<file path="src/rtl/psw_pkg.sv">
package psw_pkg;
  localparam int PSW_W     = 16;
  localparam int TRACE_POS = 4;
  localparam int PRI_LSB   = 5;
  localparam int PRI_W     = 3;

  typedef enum logic [2:0] {
    SRC_NONE  = 3'd0,
    SRC_START = 3'd1,
    SRC_TRAP  = 3'd2,
    SRC_RTN   = 3'd3,
    SRC_WR    = 3'd4,
    SRC_SPL   = 3'd5
  } psw_src_e;
endpackage

</file>
<file path="src/rtl/psw_rst_sync.sv">
module psw_rst_sync #(
  parameter int STAGES = 2
) (
  input  logic clk,
  input  logic rst_n,
  output logic rst_n_o
);
  logic [STAGES-1:0] sync_q;

  always_ff @(posedge clk or negedge rst_n) begin
    if (!rst_n) sync_q <= '0;
    else        sync_q <= {sync_q[STAGES-2:0], 1'b1};
  end

  assign rst_n_o = sync_q[STAGES-1];
endmodule

</file>
<file path="src/rtl/psw_src_arb.sv">
module psw_src_arb
  import psw_pkg::*;
(
  input  logic     start_i,
  input  logic     trap_ld_i,
  input  logic     rtn_ld_i,
  input  logic     wr_en_i,
  input  logic     spl_i,
  output psw_src_e src_o
);
  always_comb begin
    if (start_i)        src_o = SRC_START;
    else if (trap_ld_i) src_o = SRC_TRAP;
    else if (rtn_ld_i)  src_o = SRC_RTN;
    else if (wr_en_i)   src_o = SRC_WR;
    else if (spl_i)     src_o = SRC_SPL;
    else                src_o = SRC_NONE;
  end
endmodule

</file>
<file path="src/rtl/psw_inhibit.sv">
module psw_inhibit (
  input  logic clk,
  input  logic rst_n,
  input  logic clr_i,
  input  logic set_i,
  input  logic done_i,
  output logic inhibit_o
);
  logic inh_q, inh_d, inh_en;

  always_comb begin
    inh_en = clr_i | set_i | (done_i & inh_q);
    if (clr_i)      inh_d = 1'b0;
    else if (set_i) inh_d = 1'b1;
    else            inh_d = 1'b0;
  end

  always_ff @(posedge clk or negedge rst_n) begin
    if (!rst_n)      inh_q <= 1'b0;
    else if (inh_en) inh_q <= inh_d;
  end

  assign inhibit_o = inh_q;


  inh_done_clear_chk: assert property (@(posedge clk) disable iff (!rst_n)
    (inh_q && done_i && !set_i && !clr_i) |=> !inh_q);
endmodule

</file>
<file path="src/rtl/psw_reg.sv">
module psw_reg
  import psw_pkg::*;
#(
  parameter int W           = PSW_W,
  parameter int TRACE_BIT   = TRACE_POS,
  parameter int LVL_LSB     = PRI_LSB,
  parameter int LVL_W       = PRI_W,
  parameter int SYNC_STAGES = 2
) (
  input  logic             clk,
  input  logic             rst_n,
  input  logic             start_i,
  input  logic             trap_ld_i,
  input  logic [W-1:0]     trap_word_i,
  input  logic             rtn_ld_i,
  input  logic [W-1:0]     rtn_word_i,
  input  logic             wr_en_i,
  input  logic [W-1:0]     wr_data_i,
  input  logic             spl_i,
  input  logic [LVL_W-1:0] spl_level_i,
  input  logic             instr_done_i,
  output logic [W-1:0]     psw_o,
  output logic             irq_inhibit_o
);
  localparam int LVL_MSB = LVL_LSB + LVL_W - 1;

  logic         rst_n_s;
  psw_src_e     src;
  logic [W-1:0] psw_q, psw_d;
  logic         psw_en;

  psw_rst_sync #(.STAGES(SYNC_STAGES)) u_rst_sync (
    .clk(clk), .rst_n(rst_n), .rst_n_o(rst_n_s));

  psw_src_arb u_arb (
    .start_i(start_i), .trap_ld_i(trap_ld_i), .rtn_ld_i(rtn_ld_i),
    .wr_en_i(wr_en_i), .spl_i(spl_i), .src_o(src));

  always_comb begin
    psw_d  = psw_q;
    psw_en = (src != SRC_NONE);
    case (src)
      SRC_START: psw_d = '0;
      SRC_TRAP:  psw_d = trap_word_i;
      SRC_RTN:   psw_d = rtn_word_i;
      SRC_WR: begin
        psw_d            = wr_data_i;
        psw_d[TRACE_BIT] = psw_q[TRACE_BIT];
      end
      SRC_SPL:   psw_d[LVL_MSB:LVL_LSB] = spl_level_i;
      default:   psw_d = psw_q;
    endcase
  end

  always_ff @(posedge clk or negedge rst_n_s) begin
    if (!rst_n_s)    psw_q <= '0;
    else if (psw_en) psw_q <= psw_d;
  end

  psw_inhibit u_inh (
    .clk(clk), .rst_n(rst_n_s),
    .clr_i(src == SRC_START), .set_i(src == SRC_SPL),
    .done_i(instr_done_i), .inhibit_o(irq_inhibit_o));

  assign psw_o = psw_q;


  trace_guard_chk: assert property (@(posedge clk) disable iff (!rst_n_s)
    (wr_en_i && !start_i && !trap_ld_i && !rtn_ld_i) |=> psw_o[TRACE_BIT] == $past(psw_o[TRACE_BIT]));

  start_clear_chk: assert property (@(posedge clk) disable iff (!rst_n_s)
    start_i |=> (psw_o == '0) && !irq_inhibit_o);

  trap_load_chk: assert property (@(posedge clk) disable iff (!rst_n_s)
    (trap_ld_i && !start_i) |=> psw_o == $past(trap_word_i));

  rtn_load_chk: assert property (@(posedge clk) disable iff (!rst_n_s)
    (rtn_ld_i && !start_i && !trap_ld_i) |=> psw_o == $past(rtn_word_i));

  spl_level_chk: assert property (@(posedge clk) disable iff (!rst_n_s)
    (spl_i && !start_i && !trap_ld_i && !rtn_ld_i && !wr_en_i)
      |=> psw_o[LVL_MSB:LVL_LSB] == $past(spl_level_i));

  spl_inhibit_chk: assert property (@(posedge clk) disable iff (!rst_n_s)
    (spl_i && !start_i && !trap_ld_i && !rtn_ld_i && !wr_en_i) |=> irq_inhibit_o);

  idle_hold_chk: assert property (@(posedge clk) disable iff (!rst_n_s)
    (!spl_i && !start_i && !trap_ld_i && !rtn_ld_i && !wr_en_i) |=> $stable(psw_o));
endmodule

</file>
<file path="config.mk">
export PLATFORM = sky130hd
export DESIGN_NAME = psw_reg
export DESIGN_NICKNAME = d
export VERILOG_FILES = /design/src/rtl/psw_pkg.sv /design/src/rtl/psw_rst_sync.sv /design/src/rtl/psw_src_arb.sv /design/src/rtl/psw_inhibit.sv /design/src/rtl/psw_reg.sv
export SDC_FILE = /design/constraint.sdc
export NUM_CORES = 1
export LEC_CHECK = 0
export CAP_MARGIN = 10
export CORE_ASPECT_RATIO = 1.25
export CORE_MARGIN = 2
export CORE_UTILIZATION = 38
export CTS_BUF_LIST = sky130_fd_sc_hd__clkbuf_4
export DETAILED_ROUTE_END_ITERATION = 12
export GPL_TIMING_DRIVEN = 0
export PLACE_DENSITY_LB_ADDON = 0.1
export SLEW_MARGIN = 10
export SYNTH_ARGS = -nofsm -noshare
export SYNTH_HDL_FRONTEND = slang
export SYNTH_HIERARCHICAL = 1
export SYNTH_SLANG_ARGS = --single-unit
</file>
<file path="constraint.sdc">
create_clock -name clk -period 0.8 [get_ports clk]
set_input_delay 0.08 -clock clk [delete_from_list [all_inputs] [get_ports clk]]
set_output_delay 0.08 -clock clk [all_outputs]
set_load 0.01 [all_outputs]
</file>
; ---- Word-level counts from Yosys, hierarchy flattened
; Cells that the tools add are included.
; W data, S select, Z words.
[classes]
add_sub_neg = 0
multipliers = 0
div = 0
magnitude_cmp = 0
n_eq_ne = 5
shifts = 0
muxes = 10
bitwise_logic = 4
n_reduce_logical = 7
[op_table]
columns = cell, count
row1 = $pmux W8 S4, 1
row2 = $pmux W5 S4, 1
row3 = $mux W3, 5
row4 = $pmux W3 S5, 1
row5 = $eq A3 B2 Y1 const B, 2
row6 = $eq A3 B3 Y1 const B, 2
row7 = $reduce_bool A3 Y1, 2
row8 = $reduce_bool A5 Y1, 1
row9 = $reduce_and A2 Y1, 2
row10 = $reduce_bool A4 Y1, 1
row11 = $eq A3 B1 Y1 const B, 1
row12 = $reduce_and A3 Y1, 1
row13 = $mux W1, 2
row14 = $or A1 B1 Y1, 2
row15 = $and A1 B1 Y1, 1
row16 = $not A1 Y1, 1
[totals]
register_bits = 19
latch_bits = 0
ram_bits = 0
mem_bits_ro = 0
inputBits = 59
output_inout_bits = 17
wordCells = 31
memories = 0

; ---- Longest topological paths before layout
[depth]
word_depth = 8
ltp_mapped = 8
depth_no_buf = 7

; ---- Hierarchy
; The synthesis kept the hierarchy.
[by_module_without_submodules]
columns = mod, n_inst, cells_each, area_each_um2, seq_area_each_um2
row1 = psw_reg, 1, 91, 1067.3, 400.4
row2 = psw_rst_sync, 1, 3, 53.8, 50.0
row3 = psw_inhibit, 1, 4, 43.8, 25.0
row4 = psw_src_arb, 1, 7, 37.5, 0.0

; ---- Worst setup path before layout
; No wires, ideal clock.
[synth_path]
kind = input-to-reg
from = input port trap_ld_i
to = register psw_q[0] (netlist: psw_o[0])
setup_time_ps = 121
arrival_ps = 1727
required_time_ps = 679
setup_slack_ps = -1048
cell_stages = 7
path_buffers = 1
path_cell_list = nor4_1 > inv_1 > ha_1 > inv_1 > o22ai_2 > buf_4 > a22o_1
[synth_via]
elab_chain_len = 5
word_cells_on_any_way = 10
classes_between = eq/ne: 4 / mux: 3 / reduce/logical: 3
[synth_lines]
columns = element, line
row1 = start: declaration, psw_reg.sv:13  ; input logic trap_ld_i,
row2 = $mux W3 *, psw_src_arb.sv:13  ; else if (trap_ld_i) src_o = SRC_TRAP;
row3 = $mux W3 *, psw_src_arb.sv:12  ; if (start_i) src_o = SRC_START;
row4 = "$eq A3 B3 Y1, or another cell as far along", psw_reg.sv:42  ; case (src)
row5 = $reduce_bool A4 Y1 (no source line), n/a
row6 = $reduce_and A2 Y1 (no source line), n/a
row7 = end signal: assignment, psw_reg.sv:57  ; else if (psw_en) psw_q <= psw_d;
row8 = end: declaration, psw_reg.sv:29  ; logic [W-1:0] psw_q, psw_d;
; Every way passes the cells marked *; elsewhere a longest branch is shown, timed or not.
; A chain may end at the register's enable or synchronous reset.

; ---- Worst setup path in the final report
[layout_path]
from = input port spl_i
to = register psw_q[14] (netlist: psw_o[14])
[layout_via]
elab_chain_len = 8
word_cells_on_any_way = 13
classes_between = eq/ne: 4 / mux: 6 / reduce/logical: 3
[layout_lines]
columns = element, line
row1 = start: declaration, psw_reg.sv:19  ; input logic spl_i,
row2 = $mux W3 *, psw_src_arb.sv:16  ; else if (spl_i) src_o = SRC_SPL;
row3 = $mux W3 *, psw_src_arb.sv:15  ; else if (wr_en_i) src_o = SRC_WR;
row4 = $mux W3 *, psw_src_arb.sv:14  ; else if (rtn_ld_i) src_o = SRC_RTN;
row5 = $mux W3 *, psw_src_arb.sv:13
row6 = $mux W3 *, psw_src_arb.sv:12
row7 = net src[0], psw_reg.sv:28  ; psw_src_e src;
row8 = "$eq A3 B3 Y1, or another cell as far along", psw_reg.sv:42
row9 = $reduce_bool A4 Y1 (no source line), n/a
row10 = $reduce_and A2 Y1 (no source line), n/a
; The timed path passes the listed nets; every way through them passes the cells marked *.

==> impl_metrics.ini <==
[worst_setup_path]
crit_cells = 8
endpoint_kind = flop
regToRegSetupSlack_ns = -0.14
crit_buf_inv = 4
critPathLaunchType = input pin
cp-endpoint = psw_o[14]$_DFFE_PN0P_
crit_type = input pin to flop
max_stage_delay_ns = 0.34
worst-endpoint-arrival_ns = 1.48
reg2reg_to = psw_o[14]$_DFFE_PN0P_
slowest_stage = nor3b_4
cp-startpoint = spl_i
critPathTopFamily = buffers and inverters
path_max_fanout = 6
cp_cell_sequence = buf_6 > nor3b_2 > a211o_1 > buf_6 > nor3b_4 > clkbuf_16 > buf_4 > a221o_1
worstReg2RegStart = psw_o[14]$_DFFE_PN0P_
critical_path_required_ns = 1.03
cpMostUsedCell = buf_6
reg2regPathDepth = 2

[global_routing]
grt_max_degree = 18
grt_overflow_total = 0
antenna_found_initial = 0
grt_pass1_wl_um = 5550
track_usage = 0.207
first_global_vias = 1266

[sta]
fin_worst_skew_ns = 0.00582
min_period_over_period = 1.57
rsz0062_at_grt = true
min_period_ns = 1.25
layout_setup_ws_ns = -0.453
max_clock_freq_mhz = 798
setup_viol = 34
finalMaxSlewViolations = 0
hold_violations = 0

[die]
die_h_um = 66.9
die_w_um = 54.3
design.core.area_mm2 = 0.00297
ios = 76
die_area_mm2 = 0.00363
start_util = 0.404
std_cell_rows = 22

[power_and_ir_drop]
power.density_mw_per_mm2 = 1110
power.switching_uw = 724
power_frac_comb = 0.393
p_sw_frac = 0.280
p_int_uw = 1860
vdd_drop_max_v = 0.000951
seqPwrFrac = 0.406
p_clk_frac = 0.201
leakagePower_uw = 0.00108

[clock_network]
cts_tree = built
htree_levels = 1
cts_buffers = 3
clock_sinks = 19
path_clk_slew_ns = 0.11
clk_path_buf_depth = 2
clock-root-buffer = clkbuf_4
clk_latency_ns = 0.29

[drt]
first_pass_iters = 5
first_iter_violations = 24
num_vias = 1292
drc = 0
wl_per_cell_um = 16.4
wirelength_um = 3930
routed_via_density = 5.38
drtAntennaViolNets = 0

[synth]
syn_area_mm2 = 0.00120
synth_top_area_cell = dfrtp_1
async_flop_share = 1.00
synth-seq-cells = 19
yosysSeqAreaShare = 0.395
yosys_warnings = 6
synth_top_area_share = 0.395
synth_area_leaders = dfrtp_1 40%, mux2i_1 16%, o2bb2ai_1 10%
synth_fp_nets = 165
syn_inst = 105
synth_common_cells = 19 x dfrtp_1, 19 x mux2i_1, 14 x o2bb2ai_1
ys.flop_type = dfrtp_1
syn_area_per_cell_um2 = 11.5
yosys.cell_types.count = 28
synth-edff-count = 0

[cells_and_area]
drive_gt1_frac = 0.412
areaGrowthSynthToFinish_pct = 93.2
nets = 265
fillers = 216
fin_cells = 240
num_antenna_cells = 0

[placement]
hpwl_um = 2620
port_buffers = 74
place.gp.congestion = 0.686
dpl_worst_slack_ns = -1.24
dpl.cell_count = 215

[run_status]
status = complete, but fails checks
violations = negative setup slack

[worst_hold_path]
hold_class = flop to async pin

[job]
max_cap_viol_count = 0
==> per-stage QoR <==
stage	utilization	TNS [ns]	area (um2)	power (uW)	hold WS [ns]
6_report	0.782	-8.36	2320	2590	0.194
5_1_grt	0.782	-10.05	2320	2710	0.237
4_1_cts	0.716	-9.40	2130	2480	0.324
3_5_place_dp	0.681	-22.64	2020	1890	0.251
3_3_place_gp	0.681	-21.85	2020	1880	0.251
2_1_floorplan	-	-8.59	1240	1440	-0.216
==> how the worst min path moves through the flow <==
stage / startpoint / endpoint / depth (start not counted)
3_3_place_gp: rst_n / u_rst_sync/sync_q[0]$_DFF_PN0_ / 1
4_1_cts: rtn_ld_i / u_inh/inhibit_o$_DFFE_PN0P_ / 7
6_report: u_rst_sync/sync_q[1]$_DFF_PN0_ / psw_o[5]$_DFFE_PN0P_ / 0
2_1_floorplan: rst_n / u_rst_sync/sync_q[0]$_DFF_PN0_ / 0
5_1_grt: u_rst_sync/sync_q[1]$_DFF_PN0_ / psw_o[12]$_DFFE_PN0P_ / 0
3_5_place_dp: rst_n / u_rst_sync/sync_q[1]$_DFF_PN0_ / 1
==> final cells by class <==
| class | count | area, um2 | share of cell area |
|---|---|---|---|
| plain buffers | 8 | 106 | 0.0458 |
| clock buffers | 4 | 30.0 | 0.0129 |
| inverters | 4 | 20.0 | 0.00862 |
| multi-input cells | 73 | 767 | 0.330 |
| flip-flops and latches | 19 | 477 | 0.205 |
| well taps | 36 | 45.0 | 0.0194 |
| repair buffers | 96 | 878 | 0.378 |
==> sequential cells by signal, summed over array words and instances (netlist names) <==
register	count
psw_o	16
u_rst_sync/sync_q	2
u_inh/inhibit_o	1
==> logic make-up (layout without fill, tap and decap cells) <==
logic type	after synthesis	count (layout)	share of synthesized area
compound gates	36	36	0.263
fa+ha+maj	1	1	0.0104
buf+inv	13	112	0.0822
flops	19	19	0.395
mux	19	19	0.158
other cells	1	1	0.00312
simple gates	16	16	0.0874
==> per-layer routing <==
layer	up-vias	wire, um	part of all wire	track usage
li1	603	-	-	-
met1	624	1530	0.39	0.231
met2	63	2050	0.52	0.393
met3	2	321	0.082	0.0404
met4	0	30	0.0076	0.0375
met5	-	0	0	0
==> power groups by stage <==
stage,clock (uW),sequential (uW),combinational [uW]
after floorplan,0,1080,358
after global placement,0,1070,810
after detailed placement,0,1070,824
after CTS,526,1050,903
after global routing,574,1060,1080
final,520,1050,1020
==> layout by cell type, fill, tap and decap left out, drive strengths merged, types with 2 or more instances in the layout <==
master,count
clkdlybuf4s50,52
buf,50
dfrtp,19
mux2i,19
o2bb2ai,14
a22o,11
clkbuf,5
inv,4
nor3b,4
nor2,4
nand2b,3
o22a,3
o21ai,3
a21oi,2
nand2,2
==> what timing repair did <==
| item | 4_1_cts | 5_1_grt |
|---|---|---|
| endpoints found under the hold margin | 2 | 0 |
| setup buffers | 10 | 8 |
| gates cloned | 2 | 1 |
| hold buffers | 1 | 0 |
| resized for setup | 103 | 27 |
| endpoints found under the setup margin | 34 | 51 |
| pin swaps | 7 | 17 |
Note: power is estimated with default switching activity, not from simulation.
